==> src/rtl/bab_pkg.sv <==
package bab_pkg;
   // sequencer states of the bridge
   typedef enum logic [1:0] {
      ST_IDLE = 2'd0,   // waiting for a request, decode in progress
      ST_PASS = 2'd1,   // forwarding an access outside the alias window
      ST_RD   = 2'd2,   // alias access: reading the target word
      ST_WR   = 2'd3    // alias write: writing the modified word back
   } bab_state_e;

   // each band bit occupies one 4-byte alias word: 32 alias bytes per band byte
   localparam int unsigned ALIAS_SHIFT = 5;
endpackage

==> src/rtl/bab_decode.sv <==
module bab_decode #(
   parameter int unsigned          ADDR_W     = 32,
   parameter int unsigned          DATA_W     = 32,
   parameter int unsigned          BAND_LOG2  = 20,
   parameter logic [ADDR_W-1:0]    BAND_BASE  = 32'h4000_0000,
   parameter logic [ADDR_W-1:0]    ALIAS_BASE = 32'h4200_0000,
   localparam int unsigned         ALIAS_LOG2 = BAND_LOG2 + bab_pkg::ALIAS_SHIFT,
   localparam int unsigned         LANE_W     = $clog2(DATA_W / 8),
   localparam int unsigned         POS_W      = $clog2(DATA_W)
) (
   input  logic [ADDR_W-3:0] addr_word,   // byte address without its two low bits
   output logic              is_alias,
   output logic [ADDR_W-1:0] tgt_addr,
   output logic [POS_W-1:0]  tgt_pos
);
   logic [BAND_LOG2-1:0] byte_off;
   logic [2:0]           bit_in_byte;

   assign is_alias    = (addr_word[ADDR_W-3:ALIAS_LOG2-2] == ALIAS_BASE[ADDR_W-1:ALIAS_LOG2]);
   assign byte_off    = addr_word[ALIAS_LOG2-3:3];
   assign bit_in_byte = addr_word[2:0];
   assign tgt_addr    = BAND_BASE + ADDR_W'({byte_off[BAND_LOG2-1:LANE_W], {LANE_W{1'b0}}});
   assign tgt_pos     = {byte_off[LANE_W-1:0], bit_in_byte};
endmodule

==> src/rtl/bab_bitmod.sv <==
module bab_bitmod #(
   parameter int unsigned  DATA_W = 32,
   localparam int unsigned POS_W  = $clog2(DATA_W)
) (
   input  logic [DATA_W-1:0] word_in,
   input  logic [POS_W-1:0]  pos,
   input  logic              new_val,
   output logic              bit_out,
   output logic [DATA_W-1:0] word_out
);
   assign bit_out = word_in[pos];

   for (genvar gi = 0; gi < DATA_W; gi++) begin : g_lane
      assign word_out[gi] = (pos == POS_W'(gi)) ? new_val : word_in[gi];
   end
endmodule

==> src/rtl/bab_seq.sv <==
module bab_seq
   import bab_pkg::*;
(
   input  logic       clk,
   input  logic       rst_n,
   input  logic       req,
   input  logic       req_we,
   input  logic       req_alias,
   input  logic       tgt_ready,
   output bab_state_e state
);
   bab_state_e nxt;

   always_comb begin
      nxt = state;
      unique case (state)
         ST_IDLE: if (req)       nxt = req_alias ? ST_RD : ST_PASS;
         ST_PASS: if (tgt_ready) nxt = ST_IDLE;
         ST_RD:   if (tgt_ready) nxt = req_we ? ST_WR : ST_IDLE;
         ST_WR:   if (tgt_ready) nxt = ST_IDLE;
         default:                nxt = ST_IDLE;
      endcase
   end

   always_ff @(posedge clk or negedge rst_n) begin
      if (!rst_n) state <= ST_IDLE;
      else        state <= nxt;
   end
endmodule

==> src/rtl/bitalias_bridge.sv <==
module bitalias_bridge
   import bab_pkg::*;
#(
   parameter int unsigned       ADDR_W     = 32,
   parameter int unsigned       DATA_W     = 32,
   parameter int unsigned       BAND_LOG2  = 20,
   parameter logic [ADDR_W-1:0] BAND_BASE  = 32'h4000_0000,
   parameter logic [ADDR_W-1:0] ALIAS_BASE = 32'h4200_0000
) (
   input  logic              clk,
   input  logic              rst_n,
   input  logic              up_valid,
   output logic              up_ready,
   input  logic [ADDR_W-1:0] up_addr,
   input  logic              up_we,
   input  logic [DATA_W-1:0] up_wdata,
   output logic [DATA_W-1:0] up_rdata,
   output logic              dn_valid,
   input  logic              dn_ready,
   output logic [ADDR_W-1:0] dn_addr,
   output logic              dn_we,
   output logic [DATA_W-1:0] dn_wdata,
   input  logic [DATA_W-1:0] dn_rdata
);
   localparam int unsigned ALIAS_LOG2 = BAND_LOG2 + ALIAS_SHIFT;
   localparam int unsigned POS_W      = $clog2(DATA_W);

   // elaboration-time parameter checks
   if (DATA_W != 32 && DATA_W != 64) begin : g_bad_width
      $error("bitalias_bridge: DATA_W must be 32 or 64");
   end
   if (ADDR_W <= ALIAS_LOG2) begin : g_bad_addr
      $error("bitalias_bridge: ADDR_W too small for alias window");
   end
   if (ALIAS_BASE[ALIAS_LOG2-1:0] != '0) begin : g_bad_alias_base
      $error("bitalias_bridge: ALIAS_BASE must be aligned to the alias window size");
   end
   if (BAND_BASE[BAND_LOG2-1:0] != '0) begin : g_bad_band_base
      $error("bitalias_bridge: BAND_BASE must be aligned to the band size");
   end

   bab_state_e        state;
   logic              is_alias;
   logic [ADDR_W-1:0] tgt_addr;
   logic [POS_W-1:0]  tgt_pos;
   logic              tgt_bit;
   logic [DATA_W-1:0] mod_word;
   logic [DATA_W-1:0] mod_q;

   bab_decode #(
      .ADDR_W(ADDR_W), .DATA_W(DATA_W), .BAND_LOG2(BAND_LOG2),
      .BAND_BASE(BAND_BASE), .ALIAS_BASE(ALIAS_BASE)
   ) u_decode (
      .addr_word (up_addr[ADDR_W-1:2]),
      .is_alias  (is_alias),
      .tgt_addr  (tgt_addr),
      .tgt_pos   (tgt_pos)
   );

   bab_bitmod #(.DATA_W(DATA_W)) u_bitmod (
      .word_in  (dn_rdata),
      .pos      (tgt_pos),
      .new_val  (up_wdata[0]),
      .bit_out  (tgt_bit),
      .word_out (mod_word)
   );

   bab_seq u_seq (
      .clk       (clk),
      .rst_n     (rst_n),
      .req       (up_valid),
      .req_we    (up_we),
      .req_alias (is_alias),
      .tgt_ready (dn_ready),
      .state     (state)
   );

   // modified word is latched on the read handshake of an alias write
   always_ff @(posedge clk or negedge rst_n) begin
      if (!rst_n)                                   mod_q <= '0;
      else if (state == ST_RD && dn_ready && up_we) mod_q <= mod_word;
   end

   always_comb begin
      dn_valid = (state != ST_IDLE);
      dn_addr  = (state == ST_PASS) ? up_addr  : tgt_addr;
      dn_we    = (state == ST_PASS) ? up_we    : (state == ST_WR);
      dn_wdata = (state == ST_PASS) ? up_wdata : mod_q;
      up_ready = dn_ready && ((state == ST_PASS) || (state == ST_WR) ||
                              (state == ST_RD && !up_we));
      up_rdata = (state == ST_PASS) ? dn_rdata : {{(DATA_W-1){1'b0}}, tgt_bit};
   end
endmodule

==> config.mk <==
export PLATFORM = sky130hd
export DESIGN_NAME = bitalias_bridge
export DESIGN_NICKNAME = d
export VERILOG_FILES = /design/src/rtl/bab_pkg.sv /design/src/rtl/bab_decode.sv /design/src/rtl/bab_bitmod.sv /design/src/rtl/bab_seq.sv /design/src/rtl/bitalias_bridge.sv
export SDC_FILE = /design/constraint.sdc
export NUM_CORES = 1
export LEC_CHECK = 0
export ABC_CLOCK_PERIOD_IN_PS = 3050
export CAP_MARGIN = 15
export CORE_UTILIZATION = 39
export CTS_CLUSTER_DIAMETER = 200
export DETAILED_ROUTE_END_ITERATION = 16
export PLACE_DENSITY = 0.95
export SETUP_SLACK_MARGIN = 0.5
export SLEW_MARGIN = 15
export SYNTH_ARGS = -nofsm -noshare
export SYNTH_HDL_FRONTEND = slang
export SYNTH_SLANG_ARGS = --single-unit
==> constraint.sdc <==
create_clock -name clk -period 3.05 [get_ports clk]
set_input_delay 0.305 -clock clk [delete_from_list [all_inputs] [get_ports clk]]
set_output_delay 0.305 -clock clk [all_outputs]
set_load 0.01 [all_outputs]
; ---- Word-level counts from Yosys, hierarchy flattened
; Index checks and enable logic that the tools add are counted.
[totals]
register_bits = 34
inputBits = 101
out_inout_bits = 99
wordCells = 98
[classes]
n_addsub = 1
magnitude_cmp = 1
eq_ne = 38
mux = 44
n_reduce_logical = 12
[op_table]
columns = op, count
row1 = two-way mux 32 bit, 3
row2 = == test 5 bit (second input constant), 16
row3 = == test 5 x 4 -> 1 bit (second input constant), 8
row4 = two-way mux 1 bit, 34
row5 = adder 31 x 20 -> 32 bit (first input constant), 1
row6 = == test 5 x 3 -> 1 bit (second input constant), 4
row7 = == test 5 x 2 -> 1 bit (second input constant), 2
row8 = two-way mux 2 bit, 5
row9 = == test 7 x 6 -> 1 bit (second input constant), 1
row10 = less-than comparator 5 x 6 -> 1 bit (second input constant), 1
row11 = case mux 2 bit (3 select lines), 1
row12 = binary-select mux 1 bit (select 5 bit), 1
row13 = == test 5 x 1 -> 1 bit (second input constant), 1
row14 = logical NOT 5 bit, 1
row15 = == test 2 bit (second input constant), 2
row16 = logical AND 1 bit, 4
row17 = != test 2 bit (second input constant), 2
row18 = AND reduction 3 bit, 1
row19 = == test 2 x 1 -> 1 bit (second input constant), 1
row20 = logical NOT 2 bit, 1
row21 = logical OR 1 bit, 2
row22 = != test 2 x 1 -> 1 bit (second input constant), 1
row23 = nonzero test 2 bit, 1
row24 = OR reduction 2 bit, 1
row25 = logical NOT 1 bit, 1

; ---- Longest topological paths before layout
; Gate-level depths: netlist (run 1).
[depth]
word_depth = 4
ltp_mapped = 7
depth_no_buf = 5

; ---- Cells and area by module
; A second synthesis (run 1) with hierarchy kept.
[unflattened]
hier_cells = 345
hier_area_um2 = 3849.9
[modules_own_cells]
columns = mod, n_inst, cells_per_inst, area_each_um2, seq_area_each_um2
row1 = bitalias_bridge, 1, 180, 2553.7, 800.8
row2 = bab_bitmod, 1, 113, 888.4, 0.0
row3 = bab_decode, 1, 42, 304.0, 0.0
row4 = bab_seq, 1, 10, 103.8, 50.0

; ---- Worst setup path after synthesis (run 1)
; Ideal clock, no wire load.
[synth_timing]
path_kind = input to output
from = in up_addr[2]
to = out up_rdata[0]
t_arrival_ns = 1.685
t_required_ns = 2.745
slack_ns = 1.060
path_stages = 5
path_buffers = 1
cell_sequence = buf_6 > mux4_2 > mux2_2 > a2111oi_0 > a221oi_1
[synth_via]
elab_chain_len = 3
[synth_lines]
columns = item, line_no
row1 = start: declaration, bitalias_bridge.sv:14  ; input logic [ADDR_W-1:0] up_addr,
row2 = binary-select mux 1 bit (select 5 bit), bab_bitmod.sv:11  ; assign bit_out = word_in[pos];
row3 = two-way mux 1 bit (not written as such), bab_bitmod.sv:11
row4 = two-way mux 32 bit, bitalias_bridge.sv:91  ; up_rdata = (state == ST_PASS) ? dn_rdata : {{(DATA_W-1){1'b0}}, tgt_bit};
row5 = end: declaration, bitalias_bridge.sv:17  ; output logic [DATA_W-1:0] up_rdata,
; Every way passes these cells. The select of a mux whose other input is x is not followed.

; ---- Worst setup path in the final report (run 1)
[layout_timing]
from = reg u_seq.state[0]
to = out dn_addr[10]
[layout_via]
elab_chain_len = 2
[layout_lines]
columns = item, line_no
row1 = start: declaration, bab_seq.sv:10  ; output bab_state_e state
row2 = start signal: assignment, bab_seq.sv:27  ; else state <= nxt;
row3 = == test 2 x 1 -> 1 bit, bitalias_bridge.sv:86  ; dn_addr = (state == ST_PASS) ? up_addr : tgt_addr;
row4 = two-way mux 32 bit, bitalias_bridge.sv:86
row5 = end: declaration, bitalias_bridge.sv:20  ; output logic [ADDR_W-1:0] dn_addr,
; Every way passes these cells.

==> flow_summary.toml, run 1 <==
[detailed_routing]
first_pass_iters = 4
finalWirelength_mm = 10.9
vias = 3376
vias_per_cell = 5.25
ant_nets = 0
drt_iter0_markers = 176
drcViolationCount = 0
detail_route.wl_per_cell_um = 16.9

[yosys]
ys_warn_count = 0
synth_ff_type = "dfrtp_1"
yosysTopAreaCell = "dfrtp_1"
synth_edf_count = 0
syn_nets = 445
ys_ff_latch = 34
ys_types = 30
synth-async-reset-ratio_pct = 100
synth_top_cell_area_share_pct = 28.4
syn_area_per_cell_um2 = 8.70
seq_area_frac_synth_pct = 28.4
syn_inst = 344
synthTopCellsByArea = "dfrtp_1 (28%), mux2_2 (20%), mux2i_1 (11%)"
synthesis.area_um2 = 2990

[die]
fp.dieH_um = 89.6
dieArea_um2 = 8030
core-area_um2 = 7330
start_util_pct = 40.8
row_count = 31
ios = 200
fp.dieW_um = 89.6

[pwr]
power_density_nw_per_um2 = 387
ir_drop_v = 0.000194
p_leak_uw = 0.00221
p_total_uw = 2050

[flow_run]
cap_violations = 0

[sta]
relSlewSlack_pct = 48.1
min_period_over_period_pct = 81.7
setup_viol = 0
tightest_slew_ps = 778
rsz0062_at_grt = "no"
hold_ws_ps = 98.9
drv_slew = 0
max_clock_freq_mhz = 401
min_period_ps = 2490
skew_ps = 3.40
hold_violations = 0
tns_ps = 0

[status]
outcome = "completed"

[grt]
grt_pass1_wl_mm = 15.6
grt_pass1_vias = 3241
grt_antenna_before_repair = 0
grt_use_total_pct = 26.1
grt.overflow.total = 0
grt_start_max_net_pins = 65

[clock_tree]
htree_levels = 2
cts_made_buffers = 5
cts_sinks = 34
cts_buffer_depth = 2
insertion_delay_ps = 280
tritoncts = "yes"
clkSlewWorstSetupHoldPaths_ps = 70
root_buffer = "clkbuf_8"

[worst_setup_path]
r2r_slack_ps = 1620
start_kind = "flop"
slowest_delay_ps = 510
crit_buf_inv = 3
worstPathMaxFanout = 28
crit_chain = "nor2b_4, buf_4, buf_12, mux2_2, clkdlybuf4s50_1"
worstPathRequired_ps = 2740
end_kind = "output pin"
slowest_stage = "clkdlybuf4s50_1"
path_delay_family = "buffers and inverters"
cp.arrival_ps = 2190
path_class = "reg -> out"

[place]
port_buffers = 199
gp_congestion = 0.860
post-dp-hpwl_mm = 8.23

[worst_hold_path]
min_path_type = "in -> async"

[cells_and_area]
final_common_cell = "clkdlybuf4s50_1"
final_nets = 644
diodes = 0
layout_common_cells = "clkdlybuf4s50_1 (196), mux2_2 (52), nand2_1 (48)"
drive_gt1_share_pct = 17.6
fin_util_pct = 72.4
area_growth_pct = 77.3
==> sequential cells by signal, indices dropped and copies added, names as in the netlist <==
register / cells
mod_q: 32
u_seq.state: 2
==> stage by stage <==
step / cells / worst slack, ps / instance area (µm²)
floorplan: 344 / 1060 / 2990
global placement: 629 / -92.3 / 5120
detailed placement: 629 / -82.6 / 5120
CTS: 640 / 496 / 5260
global route: 643 / 479 / 5310
finish: 643 / 558 / 5310
==> logic make-up after synthesis <==
family	Yosys count	synth area share [%]
flops	34	28.4
buf+inv	33	4.56
compound gates	45	8.24
simple gates	140	23.3
mux	92	35.5
==> timing repair <==
| action | CTS | global route |
|---|---|---|
| hold buffers | 0 | 0 |
| gates resized for setup | 13 | 1 |
| endpoints found under the setup margin | 75 | 40 |
| cloned | 1 | 1 |
| setup buffers | 2 | 2 |
| pin swaps | 1 | 0 |
==> routing by layer <==
metal | vias to the layer above | part of all wire, % | GRT usage, %
li1 | 1595 | - | -
met1 | 1606 | 40 | 30.5
met2 | 150 | 51 | 45.5
met3 | 25 | 5.8 | 5.94
met4 | 0 | 2.7 | 12.1
met5 | - | 0 | 0
==> where the power goes <==
group	total (µW)	internal, µW	switching (µW)
registers	559	517	42.7
logic	1150	702	453
clock network	340	182	158
==> cell type report <==
type / count / area, µm²
clock buffers: 7 / 86.3
clock inverters: 1 / 5.00
fillers: 532 / 2030
inverters: 4 / 15.0
multi-input cells: 278 / 2050
flip-flops and latches: 34 / 853
well taps: 99 / 124
repair buffers: 220 / 2170
==> worst paths after layout <==
path / depth (start not counted) / to / start
max: 5 / dn_addr[10] / u_seq.state[0]
min in group clk: 2 / mod_q[0] / mod_q[0]
min: 1 / mod_q[21] / rst_n
min reg2reg: 2 / mod_q[0] / mod_q[0]
max reg2reg: 3 / mod_q[23] / u_seq.state[1]
max in group asynchronous: 1 / u_seq.state[0] / rst_n
==> synth_stat cells, types with 2 or more instances <==
library cell,count
a21oi_1,4
a31oi_1,2
and2_1,44
buf_2,4
clkbuf_1,23
dfrtp_1,34
inv_1,4
mux2_2,53
mux2i_1,33
mux4_2,6
nand2_1,48
nand2b_1,4
nand3_1,9
nor2_1,20
nor2b_1,4
nor3_1,5
o21a_1,2
o21ai_0,32
o22ai_1,2
Power figures use the tool's default switching activity.
==> inputs of run 2 (changes only) <==
--- a/config.mk
+++ b/config.mk
@@ -5,12 +5,12 @@
 export SDC_FILE = /design/constraint.sdc
 export NUM_CORES = 1
 export LEC_CHECK = 0
-export ABC_CLOCK_PERIOD_IN_PS = 3050
+export ABC_CLOCK_PERIOD_IN_PS = 2500
 export CAP_MARGIN = 15
-export CORE_UTILIZATION = 39
+export CORE_UTILIZATION = 37
 export CTS_CLUSTER_DIAMETER = 200
 export DETAILED_ROUTE_END_ITERATION = 16
-export PLACE_DENSITY = 0.95
+export PLACE_DENSITY = 0.93
 export SETUP_SLACK_MARGIN = 0.5
 export SLEW_MARGIN = 15
 export SYNTH_ARGS = -nofsm -noshare
==> constraint.sdc (replaced) <==
create_clock -name clk -period 2.5 [get_ports clk]
set_input_delay 0.25 -clock clk [delete_from_list [all_inputs] [get_ports clk]]
set_output_delay 0.25 -clock clk [all_outputs]
set_load 0.01 [all_outputs]
==> run 2 against run 1 <==
  * Wire length increased by 14%
  * Setup slack lost 280 ps
  * Power up 30%
  * Combinational power increased by 36%
  * Sequential power rose by 21%
  * Sequential share of layout area down 0.91 points
  * Worst hold slack lost 63 ps
  * Design area is 6.0% higher
  * Critical path type is now in -> out
==> flow_summary.toml, run 2 (synthesized netlist as in run 1, its figures left out) <==
[status]
outcome = "completed"

[worst_setup_path]
slowest_delay_ps = 470
worstPathMaxFanout = 2
cp.arrival_ps = 1970
path_class = "in -> out"
slowest_stage = "mux4_2"
r2r_slack_ps = 960
crit_buf_inv = 2
end_kind = "output pin"
rr_worst_depth = 4
r2r_start = "u_seq.state[1]"
path_delay_family = "multiplexers"
start_kind = "input pin"
reg2reg_to = "mod_q[3]"
worstPathRequired_ps = 2250
crit_chain = "clkdlybuf4s50_1, mux4_2, mux2_4, a2111oi_4, a221oi_2, buf_2"

[cells_and_area]
reg_top3 = "mod_q: 32 flops, u_seq.state: 2 flops"
seqCellArea_um2 = 853
final_common_cell = "clkdlybuf4s50_1"
nFillCells = 568
final_nets = 677
largest_reg_flops = 32
layout_common_cells = "clkdlybuf4s50_1 (93), dlygate4sd2_1 (49), nand2_1 (48)"
area_growth_pct = 88.0
drive_gt1_share_pct = 33.1
multi_input_area_um2 = 2100
diodes = 0
regMostFlops = "mod_q"
fin_util_pct = 72.4

[clock_tree]
cts_sinks = 34
insertion_delay_ps = 290
htree_levels = 2
cts_made_buffers = 5
cts_buffer_depth = 2
root_buffer = "clkbuf_8"
tritoncts = "yes"
clkSlewWorstSetupHoldPaths_ps = 70

[place]
post-dp-hpwl_mm = 8.79
port_buffers = 199
gp_congestion = 0.875

[die]
ios = 200
dieArea_um2 = 8450
core-area_um2 = 7770
start_util_pct = 38.5
fp.dieW_um = 91.9
fp.dieH_um = 91.9
row_count = 32

[detailed_routing]
drt_iter0_markers = 208
vias = 3578
finalWirelength_mm = 12.4
drcViolationCount = 0
detail_route.wl_per_cell_um = 18.2
first_pass_iters = 5
ant_nets = 0
vias_per_cell = 5.27

[pwr]
p_leak_uw = 0.00270
comb_power_share_pct = 58.3
p_sw_share_pct = 33.8
p_switching_uw = 904
p_int_uw = 1770
power_density_nw_per_um2 = 475
ir_drop_v = 0.000213
power.share.clock_pct = 16.4
p_total_uw = 2670
power_frac_seq_pct = 25.3

[sta]
drv_slew = 0
setup_viol = 0
rsz0062_at_grt = "yes"
hold_ws_ps = 35.6
tns_ps = 0
hold_violations = 0
max_clock_freq_mhz = 450
relSlewSlack_pct = 47.6
skew_ps = 3.87
tightest_slew_ps = 785
min_period_ps = 2220
min_period_over_period_pct = 89.0

[grt]
grt_start_max_net_pins = 65
grt_pass1_vias = 3584
grt.overflow.total = 0
grt_pass1_wl_mm = 18.0
grt_antenna_before_repair = 0
grt_use_total_pct = 27.4

[worst_hold_path]
min_path_type = "in -> async"

[flow_run]
cap_violations = 0
-- run 2: changes by cell type in the layout (fill, tap and decap cells not counted), moves of 3 or more --
cell,delta
clkdlybuf4s50_1,-103
dlygate4sd2_1,+48
mux2_4,+6
buf_16,+3
and2_1,-9
buf_4,+19
mux2_2,-6
clkdlybuf4s15_1,+5
clkbuf_16,+4
and2_4,+9
buf_12,+6
clkbuf_2,+33
buf_6,+16
-- run 2: metal layers --
metal / vias up / track usage [%] / share of wire [%]
met5: - / 0 / 0
met4: 0 / 9.38 / 2.2
met3: 28 / 6.80 / 6.7
met2: 169 / 48.5 / 52
met1: 1727 / 32.2 / 39
li1: 1654 / - / -
-- run 2: power by group through the flow --
| stage | combinational [µW] | clock (µW) | sequential, µW |
|---|---|---|---|
| finish | 1560 | 438 | 677 |
| global route | 1650 | 470 | 687 |
| CTS | 1370 | 435 | 677 |
| detailed placement | 1380 | 0 | 690 |
| global placement | 1340 | 0 | 687 |
| floorplan | 604 | 0 | 670 |
-- run 2: worst reg2reg max path: stages (launching register included) --
cell and delay (ps):
dfrtp_2 420, buf_4 160, nand4b_1 90, buf_4 450, o21ai_0 260
-- run 2: through the flow --
step | cell area (µm²) | cells | setup slack, ps
floorplan | 2990 | 344 | 620
finish | 5620 | 679 | 276
global placement | 5230 | 648 | -497
global route | 5620 | 679 | 227
CTS | 5450 | 666 | 278
detailed placement | 5230 | 648 | -530
-- run 2: layout make-up --
cell class / count / share of cell area [%]
clock buffers: 6 / 1.47
clock inverters: 2 / 0.223
inverters: 4 / 0.267
multi-input cells: 277 / 37.4
flip-flops and latches: 34 / 15.2
well taps: 102 / 2.27
repair buffers: 254 / 43.2
-- run 2: worst max path at each step --
stage | end | slack (ps) | cells after the start | from
6_report | up_rdata[0] | 280 | 6 | dn_rdata[25]
5_1_grt | up_rdata[0] | 230 | 8 | up_addr[4]
4_1_cts | up_rdata[0] | 280 | 6 | dn_rdata[25]
3_5_place_dp | up_rdata[0] | -530 | 6 | up_addr[2]
3_3_place_gp | up_rdata[0] | -500 | 6 | up_addr[2]
2_1_floorplan | up_rdata[0] | 620 | 5 | up_addr[2]
-- run 2: what timing repair did --
action,in CTS,in global routing
hold buffers,0,0
resized for setup,134,151
endpoints found under the hold margin,0,0
endpoints found under the setup margin,96,68
setup buffers,8,8
gates cloned,2,5
pin swaps,1,3
